--- src/rtl/ppb_router_pkg.sv ---
package ppb_router_pkg;

  typedef enum logic [1:0] {
    TGT_TMR = 2'd0,
    TGT_SYS = 2'd1,
    TGT_DEF = 2'd2,
    TGT_OUT = 2'd3
  } tgt_e;

  typedef enum logic [1:0] {
    SR_CTYPE  = 2'd0,
    SR_IRQ    = 2'd1,
    SR_CTRL   = 2'd2,
    SR_SWTRIG = 2'd3
  } sysreg_e;

  typedef struct packed {
    tgt_e        tgt;
    sysreg_e     sreg;
    logic        fwd_secure;
    logic [11:0] off;
  } route_t;

  localparam logic [11:0] TMR_LO    = 12'h010;
  localparam logic [11:0] TMR_HI    = 12'h0FF;
  localparam logic [11:0] CTYPE_LO  = 12'h004;
  localparam logic [11:0] CTYPE_HI  = 12'h007;
  localparam logic [11:0] IRQ_LO    = 12'h100;
  localparam logic [11:0] IRQ_HI    = 12'h7EF;
  localparam logic [11:0] CTRL_LO   = 12'hD00;
  localparam logic [11:0] CTRL_HI   = 12'hD3F;
  localparam logic [11:0] SWTRIG_LO = 12'hF00;
  localparam logic [11:0] SWTRIG_HI = 12'hF03;

endpackage

--- src/rtl/ppb_sys_subdecode.sv ---
module ppb_sys_subdecode
  import ppb_router_pkg::*;
(
  input  logic [11:0] off,
  output logic        tmr_hit,
  output logic        reg_hit,
  output sysreg_e     sreg
);

  logic in_ctype, in_irq, in_ctrl, in_swtrig;

  assign tmr_hit   = (off >= TMR_LO)    && (off <= TMR_HI);
  assign in_ctype  = (off >= CTYPE_LO)  && (off <= CTYPE_HI);
  assign in_irq    = (off >= IRQ_LO)    && (off <= IRQ_HI);
  assign in_ctrl   = (off >= CTRL_LO)   && (off <= CTRL_HI);
  assign in_swtrig = (off >= SWTRIG_LO) && (off <= SWTRIG_HI);

  always_comb begin
    reg_hit = 1'b1;
    sreg    = SR_CTYPE;
    if (in_irq) begin
      sreg = SR_IRQ;
    end else if (in_ctrl) begin
      sreg = SR_CTRL;
    end else if (in_swtrig) begin
      sreg = SR_SWTRIG;
    end else if (!in_ctype) begin
      reg_hit = 1'b0;
    end
  end

endmodule

--- src/rtl/ppb_addr_decode.sv ---
module ppb_addr_decode
  import ppb_router_pkg::*;
#(
  parameter int unsigned ADDR_W    = 32,
  parameter int unsigned WIN_BITS  = 20,
  parameter logic [31:0] WIN_BASE  = 32'hE000_0000,
  parameter logic [31:0] SYS_OFF   = 32'h0000_E000,
  parameter logic [31:0] ALIAS_OFF = 32'h0002_E000,
  parameter bit          SEC_EXT   = 1'b1
) (
  input  logic [ADDR_W-1:0] addr,
  input  logic              secure,
  output route_t            route
);

  localparam int unsigned BLK_W = WIN_BITS - 12;
  localparam logic [BLK_W-1:0] SYS_BLK   = SYS_OFF[WIN_BITS-1:12];
  localparam logic [BLK_W-1:0] ALIAS_BLK = ALIAS_OFF[WIN_BITS-1:12];

  logic             win_hit;
  logic [BLK_W-1:0] blk;
  logic             main_blk;
  logic             alias_blk;
  logic             alias_ok;
  logic             tmr_hit;
  logic             reg_hit;
  sysreg_e          sreg;

  assign win_hit   = addr[ADDR_W-1:WIN_BITS] == WIN_BASE[ADDR_W-1:WIN_BITS];
  assign blk       = addr[WIN_BITS-1:12];
  assign main_blk  = blk == SYS_BLK;
  assign alias_blk = blk == ALIAS_BLK;

  generate
    if (SEC_EXT) begin : g_alias
      assign alias_ok = alias_blk & secure;
    end else begin : g_no_alias
      assign alias_ok = 1'b0;
    end
  endgenerate

  ppb_sys_subdecode u_sub (
    .off     (addr[11:0]),
    .tmr_hit (tmr_hit),
    .reg_hit (reg_hit),
    .sreg    (sreg)
  );

  always_comb begin
    route.tgt        = TGT_OUT;
    route.sreg       = sreg;
    route.fwd_secure = secure;
    route.off        = addr[11:0];
    if (win_hit) begin
      route.tgt = TGT_DEF;
      if (main_blk) begin
        if (tmr_hit) begin
          route.tgt = TGT_TMR;
        end else if (reg_hit) begin
          route.tgt = TGT_SYS;
        end
      end else if (alias_ok && reg_hit) begin
        route.tgt        = TGT_SYS;
        route.fwd_secure = 1'b0;
      end
    end
  end

endmodule

--- src/rtl/ppb_rsp_stage.sv ---
module ppb_rsp_stage
  import ppb_router_pkg::*;
#(
  parameter int unsigned DATA_W = 64
) (
  input  logic              clk,
  input  logic              rst_n,
  input  logic              accept,
  input  tgt_e              tgt,
  input  logic              write,
  input  logic              priv,
  input  logic [DATA_W-1:0] tmr_rdata,
  input  logic              tmr_err,
  input  logic [DATA_W-1:0] sys_rdata,
  input  logic              sys_err,
  output logic              rsp_valid,
  output logic [DATA_W-1:0] rsp_rdata,
  output logic              rsp_err
);

  logic              valid_d;
  logic [DATA_W-1:0] rdata_d;
  logic              err_d;
  logic [DATA_W-1:0] port_data;

  always_comb begin
    valid_d   = accept;
    port_data = '0;
    err_d     = 1'b1;
    unique case (tgt)
      TGT_TMR: begin port_data = tmr_rdata; err_d = tmr_err; end
      TGT_SYS: begin port_data = sys_rdata; err_d = sys_err; end
      TGT_DEF: begin port_data = '0;        err_d = ~priv;   end
      default: begin port_data = '0;        err_d = 1'b1;    end
    endcase
    rdata_d = (write || err_d) ? '0 : port_data;
  end

  always_ff @(posedge clk or negedge rst_n) begin
    if (!rst_n) begin
      rsp_valid <= 1'b0;
      rsp_rdata <= '0;
      rsp_err   <= 1'b0;
    end else begin
      rsp_valid <= valid_d;
      if (accept) begin
        rsp_rdata <= rdata_d;
        rsp_err   <= err_d;
      end
    end
  end

endmodule

--- src/rtl/ppb_router.sv ---
module ppb_router
  import ppb_router_pkg::*;
#(
  parameter int unsigned ADDR_W    = 32,
  parameter int unsigned DATA_W    = 64,
  parameter int unsigned WIN_BITS  = 20,
  parameter logic [31:0] WIN_BASE  = 32'hE000_0000,
  parameter logic [31:0] SYS_OFF   = 32'h0000_E000,
  parameter logic [31:0] ALIAS_OFF = 32'h0002_E000,
  parameter bit          SEC_EXT   = 1'b1
) (
  input  logic              clk,
  input  logic              rst_n,
  input  logic              req_valid,
  output logic              req_ready,
  input  logic [ADDR_W-1:0] req_addr,
  input  logic              req_write,
  input  logic [1:0]        req_size,
  input  logic [DATA_W-1:0] req_wdata,
  input  logic              req_priv,
  input  logic              req_secure,
  output logic              tmr_sel,
  output logic              sys_sel,
  output logic [1:0]        sys_reg,
  output logic [11:0]       dn_offset,
  output logic              dn_write,
  output logic [1:0]        dn_size,
  output logic [DATA_W-1:0] dn_wdata,
  output logic              dn_priv,
  output logic              dn_secure,
  output logic              dn_orig_secure,
  input  logic [DATA_W-1:0] tmr_rdata,
  input  logic              tmr_err,
  input  logic [DATA_W-1:0] sys_rdata,
  input  logic              sys_err,
  output logic              rsp_valid,
  output logic [DATA_W-1:0] rsp_rdata,
  output logic              rsp_err
);

  route_t route;
  logic   accept;

  assign req_ready = 1'b1;
  assign accept    = req_valid & req_ready;

  ppb_addr_decode #(
    .ADDR_W    (ADDR_W),
    .WIN_BITS  (WIN_BITS),
    .WIN_BASE  (WIN_BASE),
    .SYS_OFF   (SYS_OFF),
    .ALIAS_OFF (ALIAS_OFF),
    .SEC_EXT   (SEC_EXT)
  ) u_dec (
    .addr   (req_addr),
    .secure (req_secure),
    .route  (route)
  );

  assign tmr_sel        = accept && (route.tgt == TGT_TMR);
  assign sys_sel        = accept && (route.tgt == TGT_SYS);
  assign sys_reg        = route.sreg;
  assign dn_offset      = route.off;
  assign dn_write       = req_write;
  assign dn_size        = req_size;
  assign dn_wdata       = req_wdata;
  assign dn_priv        = req_priv;
  assign dn_secure      = route.fwd_secure;
  assign dn_orig_secure = req_secure;

  ppb_rsp_stage #(
    .DATA_W (DATA_W)
  ) u_rsp (
    .clk       (clk),
    .rst_n     (rst_n),
    .accept    (accept),
    .tgt       (route.tgt),
    .write     (req_write),
    .priv      (req_priv),
    .tmr_rdata (tmr_rdata),
    .tmr_err   (tmr_err),
    .sys_rdata (sys_rdata),
    .sys_err   (sys_err),
    .rsp_valid (rsp_valid),
    .rsp_rdata (rsp_rdata),
    .rsp_err   (rsp_err)
  );

endmodule

--- config.mk ---
export PLATFORM = sky130hd
export DESIGN_NAME = ppb_router
export DESIGN_NICKNAME = d
export VERILOG_FILES = /design/src/rtl/ppb_router_pkg.sv /design/src/rtl/ppb_sys_subdecode.sv /design/src/rtl/ppb_addr_decode.sv /design/src/rtl/ppb_rsp_stage.sv /design/src/rtl/ppb_router.sv
export SDC_FILE = /design/constraint.sdc
export NUM_CORES = 1
export LEC_CHECK = 0
export ABC_AREA = 1
export CAP_MARGIN = 30
export CORE_AREA = 2 2 150 152
export DETAILED_ROUTE_END_ITERATION = 10
export DIE_AREA = 0 0 152 154
export GPL_TIMING_DRIVEN = 0
export PLACE_DENSITY = 0.67
export SLEW_MARGIN = 15
export SYNTH_ARGS = -nofsm -noshare
export SYNTH_HDL_FRONTEND = slang
export SYNTH_SLANG_ARGS = --single-unit
--- constraint.sdc ---
create_clock -name clk -period 2.2 [get_ports clk]
set_clock_uncertainty 0.1 [all_clocks]
set_input_delay 0.33 -clock clk [delete_from_list [all_inputs] [get_ports clk]]
set_output_delay 0.33 -clock clk [all_outputs]
set_load 0.02 [all_outputs]
After elaboration in Yosys (flattened, before gate mapping)
Index checks and enable logic that the tools add are counted.

Register bits after elaboration: 66. Input port bits: 234. Word-level logic and storage cells: 48.

$lt $le $gt $ge: 10. Eq/ne operators: 5. Mux-type cells: 18. Bitwise logic cells: 2. Reduce and logical (&&, ||, !) cells: 10.

Operator list (count): $pmux 64 s2 (1); $mux 64 (1); $ge 12x12->1 const B (2); $le 12x12->1 const B (2); $mux 2 (8); $eq 12x12->1 const B (1); $ge 12x3->1 const B (1); $ge 12x5->1 const B (1); $ge 12x9->1 const B (1); $le 12x11->1 const B (1); $le 12x3->1 const B (1); $le 12x8->1 const B (1); $eq 8x4->1 const B (1); $eq 8x6->1 const B (1); $logic_and 1x1->1 (8); $mux 1 (7); $pmux 1 s3 (1); $eq 2x1->1 const B (1); $eq 2x2->1 const B (1); $logic_not 2->1 (1); $and 1x1->1 (1); $logic_or 1x1->1 (1); $not 1->1 (1).

Logic depth before layout (Yosys ltp)
Gate-level depths: netlist of run 1.

Depth in word-level cells: 14. Depth in mapped cells: 15.

By module
A second synthesis of run 1 with hierarchy kept.

Cells, all modules: 670. Area, all modules: 4510.6 um^2.

By module, submodules not included: ppb_rsp_stage (times used 1, cells each 502, area each 3504.6 um^2, sequential area each 1651.6 um^2); ppb_router (times used 1, cells each 76, area each 548.0 um^2, sequential area each 0.0 um^2); ppb_addr_decode (times used 1, cells each 57, area each 312.8 um^2, sequential area each 0.0 um^2); ppb_sys_subdecode (times used 1, cells each 35, area each 145.1 um^2, sequential area each 0.0 um^2).

Worst setup path after synthesis of run 1
No wires, ideal clock.

Path type: input-to-reg. Start point: in req_addr[6]. End point: reg u_rsp.rsp_rdata[10]. Arrival time: 1.785 ns. Data required time: 2.034 ns. Setup slack: 0.249 ns. Stages on the path: 14. Buffers on the path: 1. Path through: inv_2 nand2_2 nor2_1 nand3_1 nand2_2 nor2_1 a21boi_4 nand2_2 nand2_1 nand3_1 nor2_4 buf_4 nand2_1 nand2_1.

Word-level cells in the longest chain between the ends: 14. Elaborated cells between the ends (all ways): 32. Those cells by class: 10 x order compare; 2 x eq/ne; 12 x mux; 8 x reduce/logical.

RTL lines: start, declared (RTL line ppb_router.sv:16) `input logic [ADDR_W-1:0] req_addr,`; $ge 12x3->1 or $le 12x3->1 (tied branches) (RTL line ppb_sys_subdecode.sv:13) `assign in_ctype = (off >= CTYPE_LO) && (off <= CTYPE_HI);`; $logic_and 1x1->1 (RTL line ppb_sys_subdecode.sv:13); $mux 1 (RTL line ppb_sys_subdecode.sv:27) `end else if (!in_ctype) begin`; $mux 1 (RTL line ppb_sys_subdecode.sv:25) `end else if (in_swtrig) begin`; $mux 1 (RTL line ppb_sys_subdecode.sv:23) `end else if (in_ctrl) begin`; $mux 1 (RTL line ppb_sys_subdecode.sv:21) `if (in_irq) begin`; $mux 2 or $logic_and 1x1->1 (tied branches) (RTL line ppb_addr_decode.sv:59, ppb_addr_decode.sv:62); $mux 2, on equally long branches (RTL line ppb_addr_decode.sv:57, ppb_addr_decode.sv:62); $mux 2 * (RTL line ppb_addr_decode.sv:56) `if (main_blk) begin`; $mux 2 * (RTL line ppb_addr_decode.sv:54) `if (win_hit) begin`; $eq 2x2->1, or another cell as far along (RTL line ppb_rsp_stage.sv:30) `unique case (tgt)`; $pmux 1 s3 (RTL line ppb_rsp_stage.sv:30); $logic_or 1x1->1 (RTL line ppb_rsp_stage.sv:36) `rdata_d = (write || err_d) ? '0 : port_data;`; $mux 64 * (RTL line ppb_rsp_stage.sv:36); end signal, assigned (RTL line ppb_rsp_stage.sv:47) `rsp_rdata <= rdata_d;`; end, declared (RTL line ppb_rsp_stage.sv:17) `output logic [DATA_W-1:0] rsp_rdata,`.

Every way passes the cells marked *; elsewhere a longest branch is shown, timed or not. A chain may end at the register's enable or synchronous reset.

Final worst setup path of run 1
Start point: in req_addr[15]. End point: out sys_sel.

Word-level cells in the longest chain between the ends: 8. Elaborated cells between the ends (all ways): 9. Those cells by class: 3 x eq/ne; 3 x mux; 1 x bitwise; 2 x reduce/logical.

RTL lines: $eq 8x6->1 (RTL line ppb_addr_decode.sv:32) `assign alias_blk = blk == ALIAS_BLK;`; $and 1x1->1 (RTL line ppb_addr_decode.sv:36) `assign alias_ok = alias_blk & secure;`; $logic_and 1x1->1 (RTL line ppb_addr_decode.sv:62) `end else if (alias_ok && reg_hit) begin`; $mux 2 (RTL line ppb_addr_decode.sv:62); $mux 2 * (RTL line ppb_addr_decode.sv:56); $mux 2 * (RTL line ppb_addr_decode.sv:54); $eq 2x1->1 * (RTL line ppb_router.sv:61) `assign sys_sel = accept && (route.tgt == TGT_SYS);`; $logic_and 1x1->1 * (RTL line ppb_router.sv:61); end, declared (RTL line ppb_router.sv:23) `output logic sys_sel,`.

Marks and branches as above.

==> results of run 1 <==
## what timing repair did
action	in CTS	in global routing
gates resized for setup	119	35
pin swaps	28	26
hold endpoints to repair	27	0
hold buffers	1	0
endpoints found under the setup margin	69	61
buffers inserted	17	5
gates cloned	0	0
## area by class of cell
type                            count  area, µm²  share of cell area
Timing Repair Buffer              341       3290               0.390
Multi-Input combinational cell    448       1940               0.230
Sequential cell                    66       1650               0.196
Buffer                            109        823              0.0975
Tap cell                          280        350              0.0415
Clock buffer                       10        239              0.0283
Clock inverter                      6       88.8              0.0105
Inverter                           15       56.3             0.00667
## registers in the layout, indices dropped and copies added (netlist names)
signal / count
u_rsp.rsp_err: 1
u_rsp.rsp_rdata: 64
u_rsp.rsp_valid: 1
## layer usage
layer,GRT usage,up-vias,share of wire
li1,-,2534,-
met1,0.160,2196,0.39
met2,0.263,235,0.52
met3,0.0395,23,0.071
met4,0.0521,0,0.022
met5,0,-,0
## logic make-up (layout without fill, tap and decap cells)
logic type      count (synthesis)  after routing  synth area share
compound gates                  6              6            0.0126
simple gates                  441            441             0.400
flops                          66             66             0.386
buf+inv                       124            481             0.201
other cells                     1              1          0.000875
## stage by stage
stage	setup slack (ps)	hold slack (ps)	TNS [ps]
detailed placement	-1120	186	-52550
global route	-23.4	395	-100
finish	78.6	375	0
CTS	1.91	377	0
floorplan	249	-65.6	0
global placement	-1710	360	-159640
## placed cells by master (no fill, tap or decap), drive strengths merged, types with 2 or more instances in the layout
master / instances
nand2: 409
clkdlybuf4s50: 282
buf: 137
dfrtp: 66
clkbuf: 26
nor2: 18
inv: 16
clkdlybuf4s15: 10
nand3: 7
nand4: 4
dlygate4sd2: 4
nor3: 3
o21ai: 2
clkinvlp: 2
bufinv: 2
## power by group
part           internal [mW]  switching [mW]
logic                  0.490           0.296
clock network           1.02           0.560
registers               1.22        0.000958
## tightest hold or removal path, cell delays in order (launching register included)
cell and delay [ps]:
dfrtp_1 330, nand2_1 50, nand2_1 50
## path summary, 6_finish.rpt
check	end	depth (start not counted)	slack [ps]	startpoint
max in group asynchronous	u_rsp.rsp_rdata[13]	3	1070	rst_n
min in group asynchronous	u_rsp.rsp_rdata[38]	2	380	rst_n
worst max-delay path	sys_sel	10	80	req_addr[15]
worst max register to register	u_rsp.rsp_rdata[53]	2	1440	u_rsp.rsp_rdata[53]
worst min register to register	u_rsp.rsp_rdata[52]	2	370	u_rsp.rsp_rdata[52]
worst min-delay path	u_rsp.rsp_rdata[52]	2	370	u_rsp.rsp_rdata[52]
==> flow_summary.json, run 1 <==
{
  "status": "complete, no violations",
  "htreeDepth": 3,
  "synth_cell_types": 23,
  "gp_congestion": 0.783,
  "drive_gt1_frac": 0.204,
  "path_cells": "dlygate4sd2_1 > nand4_1 > nor2_4 > nand2_2 > o21bai_4 > nand2_2 > nand2_4 > nor3_4 > buf_6 > buf_6",
  "max_clock_freq_ghz": 0.471,
  "yosys.area.top_type": "dfrtp_1",
  "crit_family": "simple AND/OR/NAND/NOR gates",
  "cp_slowest_stage_delay_ps": 190,
  "synth_nets": 872,
  "cts.clk_slew.worst_paths_ps": 50,
  "cp_slowest_cell": "dlygate4sd2_1",
  "dpl-instance-area_um2": 7830,
  "grt-ovfl-total": 0,
  "core_um2": 21700,
  "io_pins": 387,
  "cts_root_buf": "clkbuf_16",
  "powerDensity_nw_per_um2": 425,
  "yosysWarnings": 0,
  "min_period_over_period": 0.964,
  "synth_area_um2": 4280,
  "postSynthCellCount": 638,
  "synth.most_common_cell": "nand2_1",
  "tightest_slew_ps": 570,
  "grt_pass1_wl_um": 26600,
  "finalNonFillerCells": 1275,
  "diodes": 0,
  "drtPass1Iterations": 4,
  "cts_sinks": 66,
  "syn_to_final_growth_pct": 97.1,
  "nNetsFinal": 1224,
  "hold_class": "reg -> reg",
  "drt-total-wl_um": 17400,
  "antenna_found_initial": 0,
  "slew_headroom": 0.620,
  "dieHeight_um": 154,
  "die_area_um2": 23400,
  "avgRoutedWirePerCell_um": 13.6,
  "final_antenna_net_count": 0,
  "core.rowCount": 54,
  "ir_worst_vdd_v": 0.000325,
  "synth_ff_type": "dfrtp_1",
  "path_buf_inv": 3,
  "yosys_register_bits": 66,
  "vias": 4988,
  "hold_violations": 0,
  "synth_area_leaders": "dfrtp_1 39%, nand2_1 36%, buf_4 17%",
  "yosys-top-cells-count": "406 x nand2_1, 95 x buf_4, 66 x dfrtp_1",
  "drv_slew": 0,
  "clkLatencyLatePin_ps": 330,
  "period_minus_slack_ps": 2120,
  "end_kind": "output pin",
  "p_leak_nw": 4.23,
  "portBuffers": 317,
  "syn_avg_cell_area_um2": 6.71,
  "crit_required_ps": 1770,
  "critPathArrivalTime_ps": 1690,
  "rsz0062_at_grt": "yes",
  "criticalPathCategory": "in -> out",
  "cts_buffers": 9,
  "grt_pass1_vias": 4926,
  "cp_max_fo": 3,
  "clock_path_buffers": 2,
  "setup_viol": 0,
  "synth_top_cell_area_share": 0.386,
  "synth_edf_count": 0,
  "p_total_mw": 3.59,
  "fin_area_um2": 8440,
  "cp-start-kind": "input pin",
  "drt_iter0_markers": 191,
  "track_usage": 0.144,
  "synth-seq-area-share": 0.386,
  "maxCapViolations": 0,
  "start_util": 0.198,
  "dp.cells": 1236,
  "layout.filler_cells": 2262,
  "cts_tree": "done",
  "vias_per_cell": 3.91,
  "final_core_util": 0.389,
  "async_reset_ff_frac": 1.00,
  "drc": 0,
  "hpwl_um": 13700,
  "grt_max_degree": 40,
  "die_w_um": 152
}
No activity file was read; power rests on OpenSTA's default activity.
==> run 2: changes to the inputs <==
PLACE_DENSITY = 0.53   (was 0.67)
==> run 2 against run 1 <==
  * First-iteration DRC count shrank 17%
  * Combinational power shrank 0.5%
  * Via count decreased by 0.82%
  * Largest cell class unchanged
  * Largest power group unchanged
==> flow_summary.json, run 2 (same netlist as run 1, synthesis figures left out) <==
{
  "status": "complete, no violations",
  "core.rowCount": 54,
  "cp_max_fo": 3,
  "grt_max_degree": 41,
  "avgRoutedWirePerCell_um": 13.7,
  "start_util": 0.198,
  "drt_iter0_markers": 159,
  "clock_path_buffers": 2,
  "multi_input_area_um2": 1930,
  "critPathArrivalTime_ps": 1690,
  "drc": 0,
  "cts.clk_slew.worst_paths_ps": 60,
  "core_um2": 21700,
  "track_usage": 0.145,
  "seq_area_um2": 1650,
  "finalNonFillerCells": 1272,
  "tightest_slew_ps": 556,
  "portBuffers": 317,
  "cts_root_buf": "clkbuf_16",
  "end_kind": "output pin",
  "drtPass1Iterations": 4,
  "drv_slew": 0,
  "cp-start-kind": "input pin",
  "htreeDepth": 3,
  "gp_congestion": 0.789,
  "diodes": 0,
  "criticalPathCategory": "in -> out",
  "largest_reg_flops": 64,
  "io_pins": 387,
  "final_common_cell": "nand2_1",
  "min_period_over_period": 0.964,
  "ir_worst_vdd_v": 0.000284,
  "cts_sinks": 66,
  "grt_pass1_vias": 4879,
  "vias": 4947,
  "r2r_cells": 2,
  "drive_gt1_frac": 0.201,
  "setup_viol": 0,
  "layout_common_cells": "397 x nand2_1, 282 x clkdlybuf4s50_1, 109 x buf_4",
  "nNetsFinal": 1221,
  "vias_per_cell": 3.89,
  "largest_register": "u_rsp.rsp_rdata",
  "antenna_found_initial": 0,
  "slew_headroom": 0.629,
  "cts_tree": "done",
  "die_w_um": 152,
  "dieHeight_um": 154,
  "final_antenna_net_count": 0,
  "cts_buffers": 9,
  "grt-ovfl-total": 0,
  "period_minus_slack_ps": 2120,
  "grt_pass1_wl_um": 26700,
  "syn_to_final_growth_pct": 97.6,
  "r2r-end": "u_rsp.rsp_rdata[20]",
  "hpwl_um": 13600,
  "drt-total-wl_um": 17400,
  "clkLatencyLatePin_ps": 330,
  "r2r_slack_ps": 1480,
  "dp.cells": 1236,
  "hold_class": "in -> async",
  "p_leak_nw": 4.25,
  "powerDensity_nw_per_um2": 438,
  "max_clock_freq_ghz": 0.472,
  "final_core_util": 0.390,
  "hold_violations": 0,
  "crit_required_ps": 1770,
  "die_area_um2": 23400,
  "layout.filler_cells": 2282,
  "reg.largest.list": "u_rsp.rsp_rdata x64, u_rsp.rsp_err x1, u_rsp.rsp_valid x1",
  "r2r-start": "u_rsp.rsp_rdata[20]",
  "maxCapViolations": 0
}
==> run 2: cell count changes in the layout (fill, tap and decap cells not counted), sizes merged <==
cell,before,now
buf,137,134
clkinvlp,2,0
clkbuf,26,23
clkdlybuf4s15,10,6
dlygate4sd2,4,12
clkinv,1,2
bufinv,2,3
inv,16,15
==> run 2: metal layers <==
metal / vias up / wire length [µm] / track usage
li1: 2534 / - / -
met1: 2201 / 7080 / 0.170
met2: 202 / 9000 / 0.261
met3: 10 / 1110 / 0.0361
met4: 0 / 197 / 0.0418
met5: - / 0 / 0
==> run 2: how the worst max path moves through the flow <==
stage | from | to | slack [ps] | cells after the start
final | req_addr[4] | sys_sel | 80 | 11
after global routing | req_addr[8] | tmr_sel | -5 | 12
after CTS | req_addr[6] | sys_sel | 0.7 | 12
after detailed placement | req_addr[9] | tmr_sel | -1030 | 11
after global placement | rst_n | u_rsp.rsp_rdata[8] | -1770 | 1
after floorplan | req_addr[6] | u_rsp.rsp_rdata[10] | 250 | 14
==> run 2: stage by stage <==
step	instance area, µm²	TNS (ps)	power, mW	worst slack [ps]	hold slack (ps)
global route	8460	-4.79	3.87	-4.79	383
global placement	7810	-160090	2.02	-1770	361
finish	8460	0	3.71	79.6	361
detailed placement	7830	-45780	2.02	-1030	184
floorplan	4280	0	1.51	249	-65.6
CTS	8400	0	3.77	0.698	376
==> run 2: repair_timing <==
| action | in CTS | in global routing |
|---|---|---|
| setup buffers | 16 | 3 |
| hold buffers | 1 | 0 |
| hold endpoints to repair | 26 | 0 |
| pin swaps | 30 | 26 |
| setup endpoints to repair | 69 | 64 |
| gates resized for setup | 105 | 39 |
==> run 2: layout make-up <==
cell class	instances	area share
plain buffers	109	0.0995
clock buffers	11	0.0299
clock inverters	5	0.0118
inverters	15	0.00665
multi-input cells	448	0.228
flip-flops and latches	66	0.195
well taps	280	0.0414
repair buffers	338	0.388
==> run 2: worst max-delay path, cell delays in order <==
cell and delay [ps]:
buf_2 120, inv_2 60, nand2_4 60, buf_4 130
o21ai_2 200, nand3_2 140, nand2_2 120, o21ai_4 80
nor3_4 190, buf_6 130, buf_6 110
==> run 2: where the power goes <==
| group | switching [mW] | internal [mW] |
|---|---|---|
| sequential | 0.000766 | 1.22 |
| combinational | 0.294 | 0.488 |
| clock | 0.542 | 1.16 |
| total | 0.838 | 2.87 |
==> run 3: changes to the inputs <==
clock period = 2 ns   (was 2.2 ns; I/O delays follow)
==> run 3 against run 2 <==
  * The flow now finishes with violations (setup timing)
  * Sequential share of layout area shrank 0.39 points
  * Largest power group unchanged
  * First-iteration DRC count shrank 1.9%
  * Non-clock buffer count grew 9
  * Clock-buffer cell count is the same
  * Hold slack lost 30 ps
  * Critical endpoint is now u_rsp.rsp_rdata[49]
  * Power grew 11%
  * Core utilization grew 0.80 points
==> flow_summary.json, run 3 (same netlist as run 1, synthesis figures left out) <==
{
  "status": "complete, but fails checks",
  "failed_checks": "setup timing",
  "layout_common_cells": "398 x nand2_1, 281 x clkdlybuf4s50_1, 115 x buf_4",
  "core.rowCount": 54,
  "p_leak_nw": 4.33,
  "max_clock_freq_ghz": 0.490,
  "pre_cts_slack_ps": -1170,
  "hpwl_um": 13600,
  "core_um2": 21700,
  "diodes": 0,
  "cts_sinks": 66,
  "antenna_found_initial": 0,
  "clkLatencyLatePin_ps": 330,
  "powerDensity_nw_per_um2": 474,
  "grt_max_degree": 41,
  "htreeDepth": 3,
  "drt_iter0_markers": 156,
  "fin_area_um2": 8640,
  "cts_buffers": 9,
  "vias_per_cell": 3.87,
  "rsz0062_at_grt": "yes",
  "drt-total-wl_um": 17800,
  "setup_viol": 39,
  "ir_worst_vdd_v": 0.000312,
  "hold_class": "in -> async",
  "io_pins": 387,
  "avgRoutedWirePerCell_um": 13.9,
  "nNetsFinal": 1230,
  "final_antenna_net_count": 0,
  "largest_reg_flops": 64,
  "track_usage": 0.146,
  "end_kind": "flip-flop",
  "drc": 0,
  "critPathArrivalTime_ps": 2210,
  "clock_path_buffers": 2,
  "worst_slack_ps": -41.6,
  "cts.clk_slew.worst_paths_ps": 60,
  "grt_pass1_wl_um": 26900,
  "start_util": 0.198,
  "slew_headroom": 0.619,
  "cts_tree": "done",
  "min_period_over_period": 1.02,
  "maxCapViolations": 0,
  "crit_required_ps": 2170,
  "hold_violations": 0,
  "die_w_um": 152,
  "drv_slew": 0,
  "dp.cells": 1236,
  "cts_root_buf": "clkbuf_16",
  "cp_max_fo": 10,
  "setup_tns_ps": -728,
  "drtPass1Iterations": 4,
  "criticalPathCategory": "in -> reg",
  "reg.largest.list": "u_rsp.rsp_rdata x64, u_rsp.rsp_err x1, u_rsp.rsp_valid x1",
  "vias": 4954,
  "gp_congestion": 0.789,
  "p_total_mw": 4.10,
  "layout.filler_cells": 2273,
  "portBuffers": 317,
  "grt-ovfl-total": 0,
  "tightest_slew_ps": 571,
  "cp-start-kind": "input pin",
  "drive_gt1_frac": 0.215,
  "finalNonFillerCells": 1281,
  "final_common_cell": "nand2_1",
  "grt_pass1_vias": 4924,
  "syn_to_final_growth_pct": 102,
  "dieHeight_um": 154,
  "dpl-instance-area_um2": 7830,
  "largest_register": "u_rsp.rsp_rdata",
  "die_area_um2": 23400,
  "period_minus_slack_ps": 2040
}
run 3: critical path, stage by stage:
cell and delay (ps):
buf_6 100, inv_4 50, nand2_4 60, buf_4 150
o21ai_4 200, nand3_2 130, nand2_2 100, o21ai_4 80
buf_4 140, nand4_1 110, nand3_2 130, nor2_4 200
buf_12 170, buf_6 150, nand2_1 60, nand2_1 50
run 3: metal layers:
| metal | share of wire | global-route usage | wire (µm) |
|---|---|---|---|
| met1 | 0.41 | 0.171 | 7220 |
| met2 | 0.52 | 0.261 | 9170 |
| met3 | 0.062 | 0.0364 | 1100 |
| met4 | 0.018 | 0.0494 | 313 |
| met5 | 0 | 0 | 0 |
run 3: area by class of cell:
class / instances / area [µm²] / area share
buffer: 109 / 862 / 0.0998
clock buffer: 11 / 253 / 0.0293
clock inverter: 5 / 100 / 0.0116
inverter: 15 / 61.3 / 0.00710
multi-input combinational: 448 / 1940 / 0.224
sequential: 66 / 1650 / 0.191
tap: 280 / 350 / 0.0406
timing repair buffer: 347 / 3420 / 0.396
run 3: power by group:
group,internal (mW),switching [mW]
Clock,1.28,0.601
Sequential,1.34,0.000869
Combinational,0.549,0.327
run 3: path summary, 6_finish.rpt:
kind | startpoint | endpoint | slack (ps) | cells past startpoint
max reg2reg | u_rsp.rsp_rdata[20] | u_rsp.rsp_rdata[20] | 1280 | 2
max | req_addr[6] | u_rsp.rsp_rdata[49] | -40 | 16
min | rst_n | u_rsp.rsp_rdata[35] | 330 | 2
min reg2reg | u_rsp.rsp_rdata[17] | u_rsp.rsp_rdata[17] | 370 | 2
max in group asynchronous | rst_n | u_rsp.rsp_rdata[14] | 910 | 3
min in group clk | req_valid | u_rsp.rsp_valid | 370 | 1
run 3: what timing repair did:
item,in CTS,in global routing
hold endpoints to repair,26,0
endpoints found under the setup margin,70,64
resized for setup,149,32
hold buffers,1,0
pin swaps,31,22
buffers inserted,19,6
gates cloned,0,3
run 3: metrics by stage:
step                       util  hold slack (ps)
after floorplan               -            -95.6
after global placement    0.360              361
after detailed placement  0.361              154
after CTS                 0.390              346
after global routing      0.398              353
final                     0.398              331
